<file path="src/rtl/pport_pkg.sv">
package pport_pkg;

    localparam int unsigned IRQ_N = 2;

    typedef enum logic [0:0] {
        REG_DATA = 1'b0,
        REG_DIR  = 1'b1
    } reg_kind_e;

    typedef struct packed {
        logic      hit;
        logic [7:0] port;
        reg_kind_e kind;
    } dec_t;

    typedef struct packed {
        logic data_we;
        logic dir_we;
    } port_we_t;

    // Decode the low address byte against a base; two registers per port.
    function automatic dec_t decode_low(input logic [7:0] low,
                                        input logic [7:0] base,
                                        input int unsigned nports);
        logic [7:0] off;
        dec_t d;
        off    = low - base;
        d.hit  = (32'(off) < 2 * nports);
        d.port = {1'b0, off[7:1]};
        d.kind = reg_kind_e'(off[0]);
        return d;
    endfunction

endpackage

</file>
<file path="src/rtl/pport_sync.sv">
module pport_sync #(
    parameter int unsigned W = 8
) (
    input  logic         clk,
    input  logic         rst,
    input  logic [W-1:0] d_async,
    output logic [W-1:0] q_sync
);
    logic [W-1:0] stage1;
    logic [W-1:0] stage2;

    always_ff @(posedge clk) begin
        if (rst) begin
            stage1 <= '0;
            stage2 <= '0;
        end else begin
            stage1 <= d_async;
            stage2 <= stage1;
        end
    end

    assign q_sync = stage2;
endmodule

</file>
<file path="src/rtl/pport_cell.sv">
module pport_cell
    import pport_pkg::*;
#(
    parameter int unsigned     W        = 8,
    parameter logic [W-1:0]    IN_ONLY  = '0,
    parameter logic [W-1:0]    SEL_BITS = '1
) (
    input  logic         clk,
    input  logic         rst,
    input  port_we_t     we,
    input  logic [W-1:0] wdata,
    input  logic         sel,
    input  logic [W-1:0] pin_sync,
    output logic [W-1:0] rd_data,
    output logic [W-1:0] rd_dir,
    output logic [W-1:0] drv_val,
    output logic [W-1:0] drv_en
);
    logic [W-1:0] data_q;
    logic [W-1:0] dir_q;
    logic [W-1:0] dir_eff;
    logic [W-1:0] sel_mask;

    always_ff @(posedge clk) begin
        if (rst) begin
            data_q <= '0;
            dir_q  <= '1;
        end else begin
            if (we.data_we) data_q <= wdata;
            if (we.dir_we)  dir_q  <= wdata;
        end
    end

    // Input-only bits behave as inputs whatever their direction bit says.
    assign dir_eff  = dir_q | IN_ONLY;
    assign sel_mask = sel ? {W{1'b1}} : ~SEL_BITS;

    assign drv_en  = ~dir_eff & sel_mask;
    assign drv_val = data_q & drv_en;
    assign rd_data = (data_q & ~dir_eff) | (pin_sync & dir_eff);
    assign rd_dir  = dir_q;
endmodule

</file>
<file path="src/rtl/pport_irqclr.sv">
module pport_irqclr
    import pport_pkg::*;
(
    input  logic             clk,
    input  logic             rst,
    input  logic             hit_we,
    input  logic [IRQ_N-1:0] wbits,
    output logic [IRQ_N-1:0] clr
);
    always_ff @(posedge clk) begin
        if (rst) clr <= '0;
        else     clr <= hit_we ? wbits : '0;
    end
endmodule

</file>
<file path="src/rtl/pport_bank.sv">
module pport_bank
    import pport_pkg::*;
#(
    parameter int unsigned NUM_PORTS = 3,
    parameter int unsigned PORT_W    = 8,
    parameter int unsigned BUS_AW    = 16,
    parameter logic [7:0]  REG_BASE  = 8'hE0
) (
    input  logic                        clk,
    input  logic                        rst,
    input  logic                        bus_cs,
    input  logic                        bus_wr,
    input  logic                        bus_rd,
    input  logic [BUS_AW-1:0]           bus_addr,
    input  logic [PORT_W-1:0]           bus_wdata,
    output logic [PORT_W-1:0]           bus_rdata,
    input  logic [NUM_PORTS-2:0]        port_sel,
    input  logic [NUM_PORTS*PORT_W-1:0] pin_in,
    output logic [NUM_PORTS*PORT_W-1:0] pin_out,
    output logic [NUM_PORTS*PORT_W-1:0] pin_oe,
    input  logic [IRQ_N-1:0]            irq_pin,
    output logic [IRQ_N-1:0]            irq_edge_clr
);
    localparam int unsigned PIN_W = NUM_PORTS * PORT_W;
    localparam int unsigned LAST  = NUM_PORTS - 1;
    localparam logic [PORT_W-1:0] TOP_IN_ONLY = ~({PORT_W{1'b1}} >> IRQ_N);

    dec_t dec;
    logic wr_go;
    logic rd_go;
    logic [PIN_W-1:0]  pin_s;
    logic [IRQ_N-1:0]  irq_s;
    logic [PORT_W-1:0] rd_data_a [NUM_PORTS];
    logic [PORT_W-1:0] rd_dir_a  [NUM_PORTS];

    assign dec   = decode_low(bus_addr[7:0], REG_BASE, NUM_PORTS);
    assign wr_go = bus_cs & bus_wr & dec.hit;
    assign rd_go = bus_cs & bus_rd & dec.hit;

    pport_sync #(.W(PIN_W)) u_pin_sync (
        .clk(clk), .rst(rst), .d_async(pin_in), .q_sync(pin_s)
    );

    pport_sync #(.W(IRQ_N)) u_irq_sync (
        .clk(clk), .rst(rst), .d_async(irq_pin), .q_sync(irq_s)
    );

    for (genvar k = 0; k < NUM_PORTS; k++) begin : g_port
        port_we_t          we;
        logic              sel;
        logic [PORT_W-1:0] view;

        assign we.data_we = wr_go && (dec.port == 8'(k)) && (dec.kind == REG_DATA);
        assign we.dir_we  = wr_go && (dec.port == 8'(k)) && (dec.kind == REG_DIR);

        if (k == 0) begin : g_fixed
            assign sel = 1'b1;
        end else begin : g_selectable
            assign sel = port_sel[k-1];
        end

        if (k == LAST) begin : g_top
            assign view = {irq_s, pin_s[k*PORT_W +: PORT_W-IRQ_N]};
            pport_cell #(
                .W(PORT_W), .IN_ONLY(TOP_IN_ONLY), .SEL_BITS({PORT_W{1'b1}})
            ) u_cell (
                .clk(clk), .rst(rst), .we(we), .wdata(bus_wdata), .sel(sel),
                .pin_sync(view), .rd_data(rd_data_a[k]), .rd_dir(rd_dir_a[k]),
                .drv_val(pin_out[k*PORT_W +: PORT_W]),
                .drv_en(pin_oe[k*PORT_W +: PORT_W])
            );
        end else begin : g_plain
            assign view = pin_s[k*PORT_W +: PORT_W];
            pport_cell #(
                .W(PORT_W), .IN_ONLY({PORT_W{1'b0}}), .SEL_BITS({PORT_W{1'b1}})
            ) u_cell (
                .clk(clk), .rst(rst), .we(we), .wdata(bus_wdata), .sel(sel),
                .pin_sync(view), .rd_data(rd_data_a[k]), .rd_dir(rd_dir_a[k]),
                .drv_val(pin_out[k*PORT_W +: PORT_W]),
                .drv_en(pin_oe[k*PORT_W +: PORT_W])
            );
        end
    end

    always_comb begin
        bus_rdata = '0;
        if (rd_go) begin
            for (int k = 0; k < NUM_PORTS; k++) begin
                if (dec.port == 8'(k)) begin
                    bus_rdata = (dec.kind == REG_DIR) ? rd_dir_a[k] : rd_data_a[k];
                end
            end
        end
    end

    pport_irqclr u_irqclr (
        .clk(clk),
        .rst(rst),
        .hit_we(wr_go && (dec.port == 8'(LAST)) && (dec.kind == REG_DATA)),
        .wbits(bus_wdata[PORT_W-1 -: IRQ_N]),
        .clr(irq_edge_clr)
    );
endmodule

</file>
<file path="config.mk">
export PLATFORM = sky130hd
export DESIGN_NAME = pport_bank
export DESIGN_NICKNAME = d
export VERILOG_FILES = /design/src/rtl/pport_pkg.sv /design/src/rtl/pport_sync.sv /design/src/rtl/pport_cell.sv /design/src/rtl/pport_irqclr.sv /design/src/rtl/pport_bank.sv
export SDC_FILE = /design/constraint.sdc
export NUM_CORES = 1
export LEC_CHECK = 0
export ABC_AREA = 1
export BUFFER_PORTS_ARGS = -buffer_cell sky130_fd_sc_hd__buf_2
export CORE_MARGIN = 4
export CORE_UTILIZATION = 42
export CTS_CLUSTER_DIAMETER = 200
export DETAILED_ROUTE_END_ITERATION = 8
export PLACE_DENSITY = 0.7
export SETUP_SLACK_MARGIN = 0.15
export SLEW_MARGIN = 15
export SYNTH_ARGS = -nofsm -noshare
export SYNTH_HDL_FRONTEND = slang
export SYNTH_HIERARCHICAL = 1
export SYNTH_SLANG_ARGS = --single-unit
</file>
<file path="constraint.sdc">
create_clock -name clk -period 3.62 [get_ports clk]
set_input_delay 0.181 -clock clk [delete_from_list [all_inputs] [get_ports clk]]
set_output_delay 0.181 -clock clk [all_outputs]
set_load 0.01 [all_outputs]
</file>
---- Word level (Yosys, flattened, before mapping) ----
Cells that the tools add are included.
operators by class
  add/subtract/negate cells ............... 1
  $lt $le $gt $ge ......................... 1
  equal/unequal tests ..................... 2
  muxes and demuxes ....................... 9
  bitwise logic cells ..................... 22
  reduce and logical (&&, ||, !) cells .... 11
operators with widths
  operator               count
  $and A8 B8 Y8          10
  $mux W8                9
  $not A8 Y8             3
  $or A8 B8 Y8           3
  $logic_and A1 B1 Y1    9
  $logic_not A8 Y1       1
  $lt A8 B3 Y1 const B   1
  $sub A8 B8 Y8 const B  1
  $eq A7 B1 Y1 const B   1
  $eq A7 B2 Y1 const B   1
  $and A1 B1 Y1          4
  $not A1 Y1             2
  $reduce_or A2 Y1       1
word-level totals
  bits in registers ....................... 98
  input bits .............................. 57
  logic and storage cells ................. 57

---- Depth between registers and ports, before layout ----
  depth in word-level cells ............... 8
  mapped depth ............................ 13
  depth with buffers taken out ............ 11

---- Modules after synthesis ----
The synthesis kept the hierarchy.
modules (own cells, without submodules)
  module                                     times used  cells an instance  area an instance (um2)  seq. area each (um2)
  pport_cell (g_port[0].g_plain.u_cell ...)  2           129                840.8                   320.3
  pport_sync (u_pin_sync)                    1           149                1365.1                  960.9
  pport_bank                                 1           182                857.1                   0.0
  pport_cell (g_port[2].g_top.u_cell)        1           117                726.9                   280.3
  pport_sync (u_irq_sync)                    1           12                 110.1                   80.1
  pport_irqclr                               1           8                  62.6                    40.0

---- Worst setup path before layout ----
Ideal clock, no wire load.
  path kind ............................... input-to-reg
  start point ............................. input bus_addr[5]
  end point ............................... register g_port[1].g_plain.u_cell.data_q[0]
  arrival time ............................ 1.436 ns
  required time ........................... 3.508 ns
  path slack .............................. 2.072 ns
  cell stages on the path ................. 13
  buffers on the path ..................... 2
  cells stage by stage .................... ha_1 inv_1 nand2_1 nand2_2 nand2_1 nor2_4 nand3_1 nor2_1 buf_6 buf_12 nand2_4 nand2_2 nor2_2
RTL lines
  what                    RTL line          text
  start: declaration      pport_bank.sv:14  input logic [BUS_AW-1:0] bus_addr,
  end signal: assignment  pport_cell.sv:29  if (we.data_we) data_q <= wdata;
  end: declaration        pport_cell.sv:19  logic [W-1:0] data_q;

==> impl_table.tex <==
\begin{tabular}{lr}
\hline
Metric & Value \\
\hline
\multicolumn{2}{l}{\textbf{Status}} \\
\quad Run status & complete, no violations \\
\multicolumn{2}{l}{\textbf{Placement}} \\
\quad Count of input and output buffers & 100 \\
\quad Pre-CTS WS & roughly 1.4 ns \\
\quad Final estimated routing congestion in global placement & approximately 0.85 \\
\quad Detailed placer's ending HPWL & about 8200 um \\
\multicolumn{2}{l}{\textbf{Worst setup path}} \\
\quad Maximum single-stage delay on the critical path & about 0.50 ns \\
\quad Crit path max fanout & 9 \\
\quad Cell type group with the largest total delay on the critical path & simple AND/OR/NAND/NOR gates \\
\quad Capturing element type of the critical path & flop \\
\quad Crit Path Class & in2reg \\
\quad CP Data Arrival Time & approximately 2.1 ns \\
\quad Critical path required time & 3.86 ns \\
\quad Startpoint class of the critical path & input pin \\
\quad Crit path cell chain & buf\_2 -> ha\_1 -> inv\_1 -> nand2\_1 -> nand2\_2 -> nand2\_1 -> nor2\_4 -> nand3\_1 -> nor2\_1 -> inv\_2 -> nand2\_1 -> nand3\_1 \\
\quad Most numerous cell on the critical path & sky130\_fd\_sc\_hd\_\_nand2\_1 \\
\quad Slowest cell on the critical path & sky130\_fd\_sc\_hd\_\_nor2\_1 \\
\quad Bufs and invs on worst path & 3 \\
\multicolumn{2}{l}{\textbf{STA}} \\
\quad Setup TNS Final & 0 ns \\
\quad RSZ-0062 raised after global routing & no \\
\quad Number of max-slew violations in the final report & 0 \\
\quad Final Hold Violating Endpoints & 0 \\
\quad Portion of the clock cycle consumed by the worst path in the final layout & about half \\
\quad Fmax & about 0.54 GHz \\
\quad Max-Slew Margin vs Limit & 40.8\% \\
\quad Actual slew at the worst max-slew pin & between 0.8 and 0.9 ns \\
\quad Final Skew & approximately 0.011 ns \\
\quad Final critical delay including setup and external delays & 1.87 ns \\
\quad Final setup vio count & 0 \\
\quad Final critical-path setup slack & between 1.5 and 2 ns \\
\multicolumn{2}{l}{\textbf{Detailed routing}} \\
\quad Number of detailed-routing iterations run before antenna repair & 4 \\
\quad Average wire length per cell after detail routing & between 10 and 15 um \\
\quad Number of nets with antenna violations after routing & 0 \\
\quad Routed Wire Length & 11,300 um \\
\quad Detailed Route Iter0 Violations & around 220 \\
\quad Via count normalized by instance count & between 4 and 5 \\
\quad Total vias in the final route & around 4,200 \\
\quad Remaining design rule violation count & 0 \\
\multicolumn{2}{l}{\textbf{Die}} \\
\quad Die width & 114 um \\
\quad Row Count & 38 \\
\quad Initial cell density of the core & 43.1\% \\
\quad Total I/O pin count & around 120 \\
\quad Total Die Area & 12,900 sq um \\
\quad Core Box Area & 10,900 sq um \\
\quad Chip Height & around 110 um \\
\multicolumn{2}{l}{\textbf{Yosys}} \\
\quad Number of cells produced by synthesis & slightly above 700 \\
\quad Total standard cell area after synthesis & 4690 sq um \\
\quad Total number of yosys warnings & 6 \\
\quad Average footprint of a synthesized cell & around 6.6 sq um \\
\multicolumn{2}{l}{\textbf{Finish}} \\
\quad Area delta synth->final & 13.9\% \\
\quad Final layout net count & 864 \\
\quad Antenna diode count & 0 \\
\quad Final core occ & 49.1\% \\
\quad Ratio of cells with drive above 1 in the final layout & 19.9\% \\
\quad Fillers & around 1,200 \\
\multicolumn{2}{l}{\textbf{Clocking}} \\
\quad Clock tree from TritonCTS & built \\
\quad Count of instances resized after the clock tree is built & 0 \\
\quad CTS Root Buffer Type & sky130\_fd\_sc\_hd\_\_clkbuf\_8 \\
\quad Number of sinks on the clock net & 96 \\
\quad Depth of the CTS H-tree & 3 \\
\quad Maximum count of clock buffers along a single path & 2 \\
\quad Num CTS Buffers & 9 \\
\quad Clock transition at path regs & 0.10 ns \\
\quad Clock latency reported for the late side of the worst-skew pair & about 0.36 ns \\
\multicolumn{2}{l}{\textbf{Global route}} \\
\quad Pin count of the biggest net entering global routing & 43 \\
\quad Initial antenna violation count & 0 \\
\quad First-pass GRT wire length & roughly 18,000 um \\
\quad Via count of the first global-routing pass & 3,811 \\
\quad Residual overflow from global routing & 0 \\
\quad Global-route total usage across every layer & between 15 and 20\% \\
\multicolumn{2}{l}{\textbf{Pwr}} \\
\quad Power density cells & 353 nW/um\^{}2 \\
\quad Max VDD drop & $\sim$230 uV \\
\quad Leakage dissipation & between 0.002 and 0.003 uW \\
\multicolumn{2}{l}{\textbf{Min path}} \\
\quad Path type of the worst min-delay path & in2reg \\
\multicolumn{2}{l}{\textbf{Job}} \\
\quad Maximum Capacitance Violations & 0 \\
\hline
\end{tabular}
-- repair_timing --
item,CTS,global route
hold endpoints to repair,4,0
buffers inserted,0,0
hold buffers,4,0
-- power by group --
group / switching [uW] / internal, uW
logic: 115 / 57.5
registers: 6.23 / 1080
clock network: 363 / 266
-- final timing paths --
| kind | startpoint | endpoint | slack, ns | cells after the start |
|---|---|---|---|---|
| min | pin_in[3] | u_pin_sync/stage1[3]$_SDFF_PP0_ | 0.02 | 3 |
| min reg2reg | u_pin_sync/stage1[2]$_SDFF_PP0_ | u_pin_sync/q_sync[2]$_SDFF_PP0_ | 0.40 | 2 |
| max reg2reg | g_port[0].g_plain.u_cell/rd_dir[4]$_SDFFE_PP1P_ | g_port[0].g_plain.u_cell/rd_dir[4]$_SDFFE_PP1P_ | 2.92 | 2 |
| max | bus_addr[5] | g_port[1].g_plain.u_cell/rd_dir[1]$_SDFFE_PP1P_ | 1.75 | 12 |
-- flip-flops by register name (all words and copies together), names as in the netlist --
name,count
u_pin_sync/q_sync,22
u_pin_sync/stage1,22
g_port.g_plain.u_cell/data_q,16
g_port.g_plain.u_cell/rd_dir,16
g_port.g_top.u_cell/rd_dir,8
g_port.g_top.u_cell/data_q,6
u_irq_sync/q_sync,2
u_irq_sync/stage1,2
u_irqclr/clr,2
-- worst min-delay path: cells and delay by family --
kind	cells	cell delay, ns
AND/OR/NAND/NOR	1	0.06
buffers and inverters	2	0.10
-- layout make-up --
| cell class | instances | area, sq um | share of cell area (%) |
|---|---|---|---|
| clock buffer | 11 | 141 | 2.64 |
| clock inverter | 5 | 32.5 | 0.608 |
| inverter | 122 | 460 | 8.61 |
| multi-input combinational | 468 | 2050 | 38.3 |
| sequential | 96 | 1920 | 35.9 |
| tap | 140 | 175 | 3.28 |
| timing repair buffer | 108 | 571 | 10.7 |
-- per-layer routing --
layer  track usage (%)  wire length (um)  share of wire (%)  vias up
met1              25.0              5290                 47     1826
met2              28.1              5130                 46      121
met4              5.85               102               0.91        0
li1                  -                 -                  -     2264
met5                 0                 0                  0        -
met3              3.29               746                6.6        6
-- through the flow --
stage	std cells	hold slack [ns]	instance area, sq um	total power, uW
after global routing	950	0.0116	5350	1970
after global placement	930	0.380	5130	1280
final	950	0.0235	5350	1890
after floorplan	717	0.252	4700	1230
after detailed placement	930	0.386	5130	1280
after CTS	950	0.000882	5350	1910
-- cells in the final DEF, fill, tap and decap left out, types with 5 or more instances in the layout --
cell type / instances
sky130_fd_sc_hd__nand2_2: 8
sky130_fd_sc_hd__dfxtp_1: 96
sky130_fd_sc_hd__conb_1: 5
sky130_fd_sc_hd__nor2_1: 158
sky130_fd_sc_hd__o21ai_1: 15
sky130_fd_sc_hd__nand2_1: 204
sky130_fd_sc_hd__buf_2: 100
sky130_fd_sc_hd__nor2_2: 11
sky130_fd_sc_hd__clkbuf_8: 10
sky130_fd_sc_hd__o211ai_1: 8
sky130_fd_sc_hd__nor3_1: 13
sky130_fd_sc_hd__inv_1: 113
sky130_fd_sc_hd__inv_2: 8
sky130_fd_sc_hd__nand3_1: 28
(Power assumes the default switching activity.)
